`config.mk`:
```
export PLATFORM = sky130hd
export DESIGN_NAME = div_step_unit
export DESIGN_NICKNAME = d
export VERILOG_FILES = /design/src/rtl/div_step_pkg.sv /design/src/rtl/div_step_ctrl.sv /design/src/rtl/div_step_dp.sv /design/src/rtl/div_step_unit.sv
export SDC_FILE = /design/constraint.sdc
export NUM_CORES = 1
export LEC_CHECK = 0
export BUFFER_PORTS_ARGS = -buffer_cell sky130_fd_sc_hd__buf_2
export CAP_MARGIN = 20
export CORE_UTILIZATION = 50
export CTS_CLUSTER_SIZE = 40
export DETAILED_ROUTE_END_ITERATION = 10
export PLACE_DENSITY = 0.77
export SETUP_SLACK_MARGIN = 0.4
export SLEW_MARGIN = 25
export SYNTH_ARGS = -nofsm -noshare
export SYNTH_HDL_FRONTEND = slang
export SYNTH_SLANG_ARGS = --single-unit
export TNS_END_PERCENT = 5
```
`constraint.sdc`:
```
create_clock -name clk -period 4.2 [get_ports clk]
set_input_delay 0.42 -clock clk [delete_from_list [all_inputs] [get_ports clk]]
set_output_delay 0.42 -clock clk [all_outputs]
set_load 0.005 [all_outputs]
```
`src/rtl/div_step_pkg.sv`:
```
package div_step_pkg;
  typedef struct packed {
    logic initU;
    logic initS;
    logic step;
  } dsStrobe_t;
endpackage

```
`src/rtl/div_step_ctrl.sv`:
```
module div_step_ctrl
  import div_step_pkg::*;
#(
  parameter int STEPS = 32
) (
  input  logic      clk,
  input  logic      rstN,
  input  logic      initUnsigned,
  input  logic      initSigned,
  input  logic      stepReq,
  input  logic      runReq,
  output dsStrobe_t strobes,
  output logic      busy,
  output logic      done
);
  localparam int CW = $clog2(STEPS + 1);
  localparam logic [CW-1:0] LAST = CW'(STEPS - 1);

  typedef enum logic {S_IDLE, S_RUN} state_t;
  state_t state;
  logic [CW-1:0] stepCnt;
  logic startRun;

  assign busy = (state == S_RUN);

  // priority: signed setup, unsigned setup, step, run; all blocked while running
  always_comb begin
    strobes = '0;
    if (busy) begin
      strobes.step = 1'b1;
    end else if (initSigned) begin
      strobes.initS = 1'b1;
    end else if (initUnsigned) begin
      strobes.initU = 1'b1;
    end else if (stepReq) begin
      strobes.step = 1'b1;
    end
  end

  assign startRun = !busy && runReq && !initSigned && !initUnsigned && !stepReq;

  always_ff @(posedge clk) begin
    if (!rstN) begin
      state   <= S_IDLE;
      stepCnt <= '0;
      done    <= 1'b0;
    end else begin
      done <= busy && (stepCnt == LAST);
      case (state)
        S_IDLE: if (startRun) begin
          state   <= S_RUN;
          stepCnt <= '0;
        end
        S_RUN: begin
          if (stepCnt == LAST) state <= S_IDLE;
          stepCnt <= stepCnt + 1'b1;
        end
        default: state <= S_IDLE;
      endcase
    end
  end


  strobe_onehot_chk: assert property (@(posedge clk) disable iff (!rstN)
    $onehot0({strobes.initU, strobes.initS, strobes.step}));


  done_after_run_chk: assert property (@(posedge clk) disable iff (!rstN)
    done |-> (!busy && $past(busy)));


  run_start_chk: assert property (@(posedge clk) disable iff (!rstN)
    startRun |=> busy);


  busy_blocks_init_chk: assert property (@(posedge clk) disable iff (!rstN)
    busy |-> (!strobes.initU && !strobes.initS));
endmodule

```
`src/rtl/div_step_dp.sv`:
```
module div_step_dp
  import div_step_pkg::*;
#(
  parameter int W = 32
) (
  input  logic         clk,
  input  logic         rstN,
  input  dsStrobe_t    strobes,
  input  logic [W-1:0] remIn,
  input  logic [W-1:0] divisorIn,
  output logic [W-1:0] remOut,
  output logic [W-1:0] quotOut,
  output logic         qFlag,
  output logic         mFlag,
  output logic         tFlag
);
  logic [W-1:0] remReg, divReg, quotReg;
  logic qReg, mReg, tReg;

  logic [W-1:0] shifted;
  logic [W:0]   arith;
  logic         doSub, cout, nextQ, nextT;

  always_comb begin
    shifted = {remReg[W-2:0], tReg};
    doSub   = (qReg == mReg);
    if (doSub) arith = {1'b0, shifted} - {1'b0, divReg};
    else       arith = {1'b0, shifted} + {1'b0, divReg};
    cout  = arith[W];
    nextQ = remReg[W-1] ^ mReg ^ cout;
    nextT = (nextQ == mReg);
  end

  always_ff @(posedge clk) begin
    if (!rstN) begin
      remReg  <= '0;
      divReg  <= '0;
      quotReg <= '0;
      qReg    <= 1'b0;
      mReg    <= 1'b0;
      tReg    <= 1'b0;
    end else if (strobes.initS) begin
      remReg <= remIn;
      divReg <= divisorIn;
      qReg   <= remIn[W-1];
      mReg   <= divisorIn[W-1];
      tReg   <= remIn[W-1] ^ divisorIn[W-1];
    end else if (strobes.initU) begin
      remReg <= remIn;
      divReg <= divisorIn;
      qReg   <= 1'b0;
      mReg   <= 1'b0;
      tReg   <= 1'b0;
    end else if (strobes.step) begin
      remReg  <= arith[W-1:0];
      qReg    <= nextQ;
      tReg    <= nextT;
      quotReg <= {quotReg[W-2:0], nextT};
    end
  end

  assign remOut  = remReg;
  assign quotOut = quotReg;
  assign qFlag   = qReg;
  assign mFlag   = mReg;
  assign tFlag   = tReg;


  m_hold_chk: assert property (@(posedge clk) disable iff (!rstN)
    strobes.step |=> ($stable(mFlag) && $stable(divReg)));


  uinit_clear_chk: assert property (@(posedge clk) disable iff (!rstN)
    strobes.initU |=> (!qFlag && !mFlag && !tFlag));


  t_match_chk: assert property (@(posedge clk) disable iff (!rstN)
    strobes.step |=> (tFlag == (qFlag == mFlag)));


  idle_hold_chk: assert property (@(posedge clk) disable iff (!rstN)
    (strobes == '0) |=> ($stable(remOut) && $stable(quotOut) && $stable(tFlag)));


  quot_shift_chk: assert property (@(posedge clk) disable iff (!rstN)
    strobes.step |=> (quotOut[W-1:1] == $past(quotOut[W-2:0])));
endmodule

```
`src/rtl/div_step_unit.sv`:
```
module div_step_unit
  import div_step_pkg::*;
#(
  parameter int W     = 32,
  parameter int STEPS = W
) (
  input  logic         clk,
  input  logic         rstN,
  input  logic         initUnsigned,
  input  logic         initSigned,
  input  logic         stepReq,
  input  logic         runReq,
  input  logic [W-1:0] remIn,
  input  logic [W-1:0] divisorIn,
  output logic [W-1:0] remOut,
  output logic [W-1:0] quotOut,
  output logic         qFlag,
  output logic         mFlag,
  output logic         tFlag,
  output logic         busy,
  output logic         done
);
  dsStrobe_t strobes;

  div_step_ctrl #(.STEPS(STEPS)) u_ctrl (
    .clk(clk), .rstN(rstN),
    .initUnsigned(initUnsigned), .initSigned(initSigned),
    .stepReq(stepReq), .runReq(runReq),
    .strobes(strobes), .busy(busy), .done(done)
  );

  div_step_dp #(.W(W)) u_dp (
    .clk(clk), .rstN(rstN), .strobes(strobes),
    .remIn(remIn), .divisorIn(divisorIn),
    .remOut(remOut), .quotOut(quotOut),
    .qFlag(qFlag), .mFlag(mFlag), .tFlag(tFlag)
  );
endmodule

```
# Word level (Yosys, flattened, before mapping)
# Index checks and enable logic that the tools add are counted.
dict set report word_totals {
  wordCells 61
  input_bits 70
  register_bits 107
}
dict set report op_classes {
  n_bitwise 6
  n_addsub 3
  n_reduce_logical 12
  muxes 27
  n_eq_ne 4
}
# op n
set ops {}
lappend ops {{$mux W32} 5}
lappend ops {{$add A32 B32 Y33} 1}
lappend ops {{$mux W33} 1}
lappend ops {{$sub A32 B32 Y33} 1}
lappend ops {{$mux W1} 17}
lappend ops {{$pmux W6 S2} 1}
lappend ops {{$add A6 B1 Y6 const B} 1}
lappend ops {{$eq A6 B5 Y1 const B} 1}
lappend ops {{$mux W6} 1}
lappend ops {{$logic_and A1 B1 Y1} 5}
lappend ops {{$logic_not A1 Y1} 4}
lappend ops {{$not A1 Y1} 3}
lappend ops {{$reduce_and A3 Y1} 1}
lappend ops {{$reduce_bool A3 Y1} 1}
lappend ops {{$xor A1 B1 Y1} 3}
lappend ops {{$eq A1 B1 Y1} 2}
lappend ops {{$mux W2} 1}
lappend ops {{$ne A2 B1 Y1 const B} 1}
lappend ops {{$pmux W1 S2} 1}
lappend ops {{$reduce_bool A2 Y1} 1}

# Longest topological paths before layout
# Gate-level depths: netlist of run 1.
dict set report depth {
  word_depth 7
  ltp_mapped 19
  mapped_depth_nobuf 19
}

# Hierarchy
# A second synthesis of run 1 with hierarchy kept.
dict set report unflattened {
  cells_unflattened 887
  hier_area_um2 6633.9
}
# mod area_each_um2 seq_area_each_um2 n_inst cells_per_inst
set modules_own_cells {}
lappend modules_own_cells {div_step_dp 6233.5 1981.9 1 842}
lappend modules_own_cells {div_step_ctrl 400.4 160.2 1 45}

# Worst setup path before layout of run 1
# No wires, ideal clock.
dict set report synth_path {
  path_kind {reg2reg}
  from {register u_dp.divReg[6]}
  to {register u_dp.qReg (netlist: u_dp.qFlag)}
  synth_period_minus_slack_ns 4.156
  setup_ns 0.060
  slack_ns 0.044
  required_ns 4.140
  stages_incl_launch_ff 18
  t_arrival_ns 4.096
  cell_sequence {dfxtp_1 > or4_4 > nor4_4 > and2_1 > inv_1 > o31ai_1 > xnor2_1 > ha_1 > clkbuf_2 > and3_1 > a31oi_1 > nand2_1 > a21oi_1 > o21ba_2 > a21oi_1 > or4b_2 > a31oi_1 > o221a_1}
}
dict set report synth_between {
  elab_chain_len 6
  word_cells_on_any_way 7
  cone_classes {add/sub (2); mux (4); bitwise (1)}
}
# item line
set synth_lines {}
lappend synth_lines {{from (decl)} div_step_dp.sv:17} ;# logic [W-1:0] remReg, divReg, quotReg;
lappend synth_lines {{from (signal assigned)} div_step_dp.sv:44} ;# divReg <= divisorIn;
lappend synth_lines {{from (signal assigned)} div_step_dp.sv:50} ;# divReg <= divisorIn;
lappend synth_lines {{$add A32 B32 Y33 or $sub A32 B32 Y33 (tied branches)} {div_step_dp.sv:28, div_step_dp.sv:27}}
lappend synth_lines {{$mux W33 *} div_step_dp.sv:27} ;# if (doSub) arith = {1'b0, shifted} - {1'b0, divReg};
lappend synth_lines {{$xor A1 B1 Y1 *} div_step_dp.sv:30} ;# nextQ = remReg[W-1] ^ mReg ^ cout;
lappend synth_lines {{$mux W1 *} div_step_dp.sv:54} ;# end else if (strobes.step) begin
lappend synth_lines {{$mux W1 *} div_step_dp.sv:48} ;# end else if (strobes.initU) begin
lappend synth_lines {{$mux W1 *} div_step_dp.sv:42} ;# end else if (strobes.initS) begin
lappend synth_lines {{to (signal assigned)} div_step_dp.sv:45} ;# qReg <= remIn[W-1];
lappend synth_lines {{to (signal assigned)} div_step_dp.sv:56} ;# qReg <= nextQ;
lappend synth_lines {{to (decl)} div_step_dp.sv:18} ;# logic qReg, mReg, tReg;
# Every way passes the cells marked *; elsewhere a longest branch is shown, timed or not. The select of a mux whose other input is x is not followed.
# A chain may end at the register's enable or synchronous reset.

# Worst setup path after layout of run 1
dict set report layout_path {
  from {register u_dp.divReg[9]}
  to {register u_dp.tReg (netlist: u_dp.tFlag)}
}
dict set report layout_between {
  elab_chain_len 7
  word_cells_on_any_way 8
  cone_classes {add/sub (2); eq/ne (1); mux (4); bitwise (1)}
}
# item line
set layout_lines {}
lappend layout_lines {{$add A32 B32 Y33 or $sub A32 B32 Y33 (tied branches)} {div_step_dp.sv:28, div_step_dp.sv:27}}
lappend layout_lines {{$mux W33 *} div_step_dp.sv:27}
lappend layout_lines {{$xor A1 B1 Y1 *} div_step_dp.sv:30}
lappend layout_lines {{$eq A1 B1 Y1 *} div_step_dp.sv:31} ;# nextT = (nextQ == mReg);
lappend layout_lines {{$mux W1 *} div_step_dp.sv:54}
lappend layout_lines {{$mux W1 *} div_step_dp.sv:48}
lappend layout_lines {{$mux W1 *} div_step_dp.sv:42}
lappend layout_lines {{to (signal assigned)} div_step_dp.sv:47} ;# tReg <= remIn[W-1] ^ divisorIn[W-1];
lappend layout_lines {{to (signal assigned)} div_step_dp.sv:57} ;# tReg <= nextT;
lappend layout_lines {{to (decl)} div_step_dp.sv:18}
# Marked as above.

==> run_results.csv, run 1 <==
group,metric,value,unit
clock_network,path_clk_slew,70,ps
yosys,synth_top_area_share,34.1,%
cells_and_area,multi_input_area,4100,um^2
yosys,synth_ff_type,"dfxtp_1",
sta,finalCriticalPeriod,3890,ps
power,ir_drop,0.298,mV
sta,finalSetupTns,0,ps
worst_setup_path,cp-start-kind,"flip-flop",
global_route,grt_first_pass_wirelength,27300,um
power,pwr_density_cell,499,nW/um^2
route,firstDrtPassIters,5,
sta,max_slew_margin,37.0,%
worst_hold_path,hold_class,"in -> reg",
yosys,synth_nets,939,
yosys,ys_top_cells_by_area,"dfxtp_1 (34%), nand2_1 (12%), a21oi_1 (11%), ha_1 (6.8%), xnor2_1 (5.6%)",
flow_run,cap_violations,0,
floorplan,core_area,12100,um^2
clock_network,holdBufCountCts,0,
placed_design,portBuffers,138,
power,pwr-share-comb,48.0,%
yosys,netlist_area,6280,um^2
yosys,synthTopCellsByCount,"nand2_1 (195), a21oi_1 (134), dfxtp_1 (107)",
yosys,avgSynthCellArea,7.54,um^2
cells_and_area,n_fill_cell,1163,
sta,finalHoldViolCount,0,
yosys,yosysMostFrequentCell,"nand2_1",
placed_design,pre_cts_ws,173,ps
yosys,synth_seq_area_share,34.1,%
power,swShare,38.8,%
sta,fin_ws,311,ps
power,switchingPower,1510,uW
placed_design,place.gp.congestion,0.904,
yosys,ys_types,56,
clock_network,cts_max_level,3,
yosys,synth_edf_count,0,
clock_network,numCtsBuffers,9,
floorplan,io_pins,139,
clock_network,cts_tree,"yes",
cells_and_area,num-nets-final,1081,
worst_setup_path,cp-end-kind,"flip-flop",
power,p_leak,0.00340,uW
global_route,antenna_found_initial,4,
sta,tightest_slew,944,ps
floorplan,die_h,114,um
worst_setup_path,crit_required,4440,ps
cells_and_area,regArea,2150,um^2
cells_and_area,drive_gt1_share,25.0,%
global_route,grt_use_total,26.4,%
cells_and_area,syn_to_final_growth,24.1,%
power,p_seq_share,30.1,%
sta,final.period_utilization,92.6,%
power,intPower,2380,uW
clock_network,insertion_delay,360,ps
clock_network,cts_sinks,107,
route,drt_iter0_markers,430,
clock_network,cts-root-buf,"clkbuf_16",
sta,rsz0062_at_grt,"yes",
route,vias_per_cell,5.48,
route,postRouteWirelength,17000,um
sta,clock_skew,7.59,ps
yosys,ys_ff_latch,107,
worst_setup_path,arrival,4130,ps
placed_design,hpwlAfterDp,11900,um
worst_setup_path,crit_fanout,5,
sta,fin_hold_ws,289,ps
yosys,synth_area_leader_cell,"dfxtp_1",
floorplan,rows,40,
yosys,yosysWarnings,0,
route,drt.antenna.violating_nets,0,
sta,slew_violations,0,
sta,max_freq,257,MHz
status,outcome,"finished, final reports clean",
floorplan,start_util,51.9,%
floorplan,die_w,114,um
route,vias,6310,
route,route.detailed.drc,0,
floorplan,dieArea,13000,um^2
sta,setup_viol,0,
global_route,grt_pass1_vias,5782,
yosys,synthArstFlopShare,0,%
route,wl_per_cell,14.8,um
global_route,overflow,0,
clock_network,clockBufferDepth,2,
global_route,grt_max_degree,62,
yosys,netlist_instances,834,
power,power.share.clock,21.9,%
worst_setup_path,worstSetupPathType,"reg -> reg",
## cell families after synthesis
| logic type | count (synthesis) | share of synthesized area (%) |
|---|---|---|
| compound gates | 253 | 23.9 |
| xor+xnor | 62 | 8.64 |
| fa+ha+maj | 35 | 7.09 |
| buf+inv | 63 | 3.80 |
| flops | 107 | 34.1 |
| mux | 3 | 0.478 |
| simple gates | 311 | 22.1 |
## final timing paths
path	startpoint	to	slack, ps	depth (start not counted)
min reg2reg	u_dp.quotOut[31]	u_dp.quotOut[31]	470	2
max reg2reg	u_dp.divReg[9]	u_dp.tFlag	310	18
min	divisorIn[0]	u_dp.divReg[0]	290	3
max	u_dp.divReg[9]	u_dp.tFlag	310	18
## sequential cells by signal (all words and copies together) (netlist names)
signal / flops
u_dp.quotOut: 32
u_ctrl.stepCnt: 6
u_dp.remOut: 32
u_dp.qFlag: 1
u_dp.divReg: 32
u_ctrl.busy: 1
u_dp.tFlag: 1
u_ctrl.done: 1
u_dp.mFlag: 1
## per-stage QoR
step	instance area, um^2	total power (uW)	util [%]	cells
after CTS	7700	3800	63.6	1145
after floorplan	6350	2460	-	834
final	7800	3890	64.4	1151
after global placement	7200	2810	59.5	1112
after detailed placement	7200	2830	59.5	1112
after global routing	7800	4150	64.4	1151
## power groups by stage
stage	Clock [uW]	Sequential (uW)	Combinational (uW)
finish	850	1170	1870
global placement	0	1190	1620
detailed placement	0	1190	1630
global route	905	1180	2060
floorplan	0	1180	1280
CTS	866	1170	1760
## metal layers
metal	vias up	GRT usage (%)	share of wire [%]
li1	3205	-	-
met5	-	0	0.059
met4	2	8.66	1.6
met3	22	8.52	6.1
met1	2932	33.2	46
met2	149	42.6	47
## area by class of cell
type | count | share of cell area [%]
diodes | 2 | 0.0642
flip-flops and latches | 107 | 27.6
inverters | 20 | 0.963
multi-input cells | 664 | 52.6
clock buffers | 11 | 3.24
clock inverters | 5 | 0.530
well taps | 168 | 2.70
repair buffers | 174 | 12.3
## layout by cell type, fill, tap and decap left out, types with 3 or more instances in the layout
cell type  instances
nand2_1          194
buf_2            138
a21oi_1          128
dfxtp_1          103
nor2_1            43
xnor2_1           38
buf_4             36
o21ai_0           32
ha_1              29
xor2_1            21
inv_1             18
nand3_1           12
a31oi_1           11
a21o_1            11
a311oi_1          11
clkbuf_16          9
nor3_1             8
o221ai_1           7
nand4_1            6
nand2b_1           6
or2_2              6
a22oi_1            6
nor2b_1            5
o211ai_1           5
a211oi_1           5
ha_2               5
o21a_1             4
o21ai_1            4
a21oi_2            4
mux2i_1            3
o31ai_1            3
o21bai_1           3
dfxtp_2            3
## timing repair
item | 4_1_cts | 5_1_grt
buffers inserted | 17 | 4
hold endpoints to repair | 0 | 0
pin swaps | 26 | 10
gates resized for setup | 22 | 13
endpoints found under the setup margin | 7 | 12
## critical path, cell delays in order (launching register included)
cell and delay [ps]:
dfxtp_2 340, or4_4 560, nor4_4 180, nand2_2 120, o21ai_2 130, xor2_1 80, ha_1 360, buf_4 160
nand2_1 80, o31ai_2 320, nand3_2 160, nor3_4 170, a21oi_4 90, o21ba_4 240, a21oi_4 180, a21oi_1 110
xnor2_1 160, a221oi_2 280, a211oi_2 50
Note: power is estimated with default switching activity, not from simulation.
==> run 2, diff against run 1 <==
- ABC_CLOCK_PERIOD_IN_PS: unset -> 4200
- HOLD_SLACK_MARGIN: unset -> 0.12
- PLACE_DENSITY: 0.77 -> 0.81
==> run 2 against run 1 <==
Against the previous run: clock power shrank 1%; sequential cell count stayed put; sequential share of layout area fell by 0.52 points; clock skew up 3.2 ps; setup slack got worse by 180 ps; utilization up 1.4 points; critical path depth rose by 1; sequential power barely moved; count of clock-buffer cells in the layout stayed put; first-iteration DRC count decreased by 3.5%; hold slack lost 1.4 ps; largest power group unchanged.
==> run_results.csv, run 2 (synthesized netlist as in run 1, its figures left out) <==
group,metric,value,unit
worst_setup_path,arrival,4300,ps
cells_and_area,drive_gt1_share,27.0,%
global_route,globalRouteMet3Util,8.26,%
clock_network,clockBufferDepth,2,
cells_and_area,diodes,0,
clock_network,numCtsBuffers,9,
cells_and_area,fin_area,7960,um^2
sta,tightest_slew,874,ps
route,firstDrtPassIters,5,
cells_and_area,final_cell_mix,"nand2_1 (192), buf_2 (138), a21oi_1 (121), dfxtp_1 (102), buf_4 (45)",
worst_setup_path,cp-end-kind,"flip-flop",
sta,clock_skew,10.8,ps
worst_hold_path,hold_class,"in -> reg",
clock_network,path_clk_slew,80,ps
power,ir_drop,0.355,mV
route,vias_per_cell,5.51,
sta,max_slew_margin,41.6,%
placed_design,place.gp.congestion,0.900,
route,drt.antenna.violating_nets,0,
cells_and_area,num-nets-final,1091,
floorplan,die_h,114,um
floorplan,start_util,51.9,%
cells_and_area,utilization,65.7,%
cells_and_area,syn_to_final_growth,26.7,%
worst_setup_path,cp-start-kind,"flip-flop",
floorplan,io_pins,139,
route,wl_per_cell,15.0,um
global_route,grt_pass1_vias,5855,
global_route,antenna_found_initial,2,
clock_network,cts_max_level,3,
worst_setup_path,crit_required,4430,ps
route,vias,6391,
power,p_leak,0.00346,uW
status,outcome,"finished, final reports clean",
sta,final.period_utilization,96.9,%
floorplan,dieArea,13000,um^2
sta,max_freq,246,MHz
placed_design,place_area,7210,um^2
clock_network,cts_sinks,107,
sta,finalSetupTns,0,ps
sta,slew_violations,0,
sta,setup_viol,0,
route,route.detailed.drc,0,
cells_and_area,layout_commonest_cell,"nand2_1",
sta,finalCriticalPeriod,4070,ps
sta,fin_ws,129,ps
floorplan,rows,40,
worst_setup_path,worstSetupPathType,"reg -> reg",
route,postRouteWirelength,17300,um
global_route,grt_use_met1,34.3,%
global_route,grt_max_degree,62,
floorplan,core_area,12100,um^2
worst_setup_path,crit_fanout,5,
cells_and_area,n_fill_cell,1077,
power,pwr_density_cell,507,nW/um^2
sta,finalHoldViolCount,0,
route,drt_iter0_markers,415,
clock_network,insertion_delay,360,ps
global_route,use_met2,44.0,%
flow_run,cap_violations,0,
global_route,grt_first_pass_wirelength,27800,um
placed_design,hpwlAfterDp,11900,um
clock_network,cts-root-buf,"clkbuf_16",
placed_design,pre_cts_ws,98.6,ps
global_route,grt_use_total,26.7,%
global_route,overflow,0,
placed_design,portBuffers,138,
sta,rsz0062_at_grt,"yes",
floorplan,die_w,114,um
clock_network,cts_tree,"yes",
global_route,busiest_layer,"met2",
run 2: cell types whose count changed in the layout (fill, tap and decap cells not counted), sizes merged:
cell,before,now
buf,174,184
clkinvlp,1,0
inv,23,24
diode,2,0
run 2: path summary, 6_finish.rpt:
path                          from                to  slack (ps)  depth (start not counted)
setup reg to reg    u_dp.divReg[7]        u_dp.tFlag         130                         19
setup / recovery    u_dp.divReg[7]        u_dp.tFlag         130                         19
hold / removal       divisorIn[14]   u_dp.divReg[14]         290                          3
hold reg to reg   u_dp.quotOut[31]  u_dp.quotOut[31]         470                          2
run 2: final cells by class:
class                   instances  area (um^2)  area share, %
clock buffers                  11          253           3.17
flip-flops and latches        107         2150           27.0
clock inverters                 5         40.0          0.503
well taps                     168          210           2.64
inverters                      20         75.1          0.943
repair buffers                184         1050           13.2
multi-input cells             664         4180           52.5
run 2: stage by stage:
step | hold WS (ps) | std cells | total power [uW]
floorplan | 450 | 834 | 2460
global placement | 444 | 1113 | 2830
detailed placement | 457 | 1113 | 2840
CTS | 271 | 1146 | 3800
global route | 285 | 1159 | 4310
finish | 288 | 1159 | 4030
run 2: worst max-delay path, cell delays in order, from the launching register on:
cell and delay [ps]:
dfxtp_4 350, or4_4 560, nor4_4 270, buf_4 160
and2_4 160, buf_4 120, a21oi_2 60, xnor2_1 150
ha_1 400, nand2_2 110, nor2_4 130, nand3_2 110
nor3_4 220, a21oi_2 90, o21ba_4 240, a21oi_4 170
a21oi_2 80, xnor2_1 140, a221oi_1 340, a211oi_1 70
run 2: what timing repair did:
action,CTS,global route
resized for setup,23,34
setup buffers,17,13
endpoints found under the setup margin,7,13
pin swaps,23,42
hold buffers,0,0
run 2: where the power goes:
| part | internal [uW] | leakage (uW) | switching, uW | total, uW |
|---|---|---|---|---|
| Sequential | 1090 | 0.000881 | 86.5 | 1180 |
| Combinational | 936 | 0.00243 | 1080 | 2020 |
| Clock | 443 | 0.000147 | 398 | 840 |
run 2: per-layer routing:
metal,part of all wire [%],routed length [um]
met1,46,7970
met2,45,7860
met3,7.2,1250
met4,1.4,245
met5,0.075,13
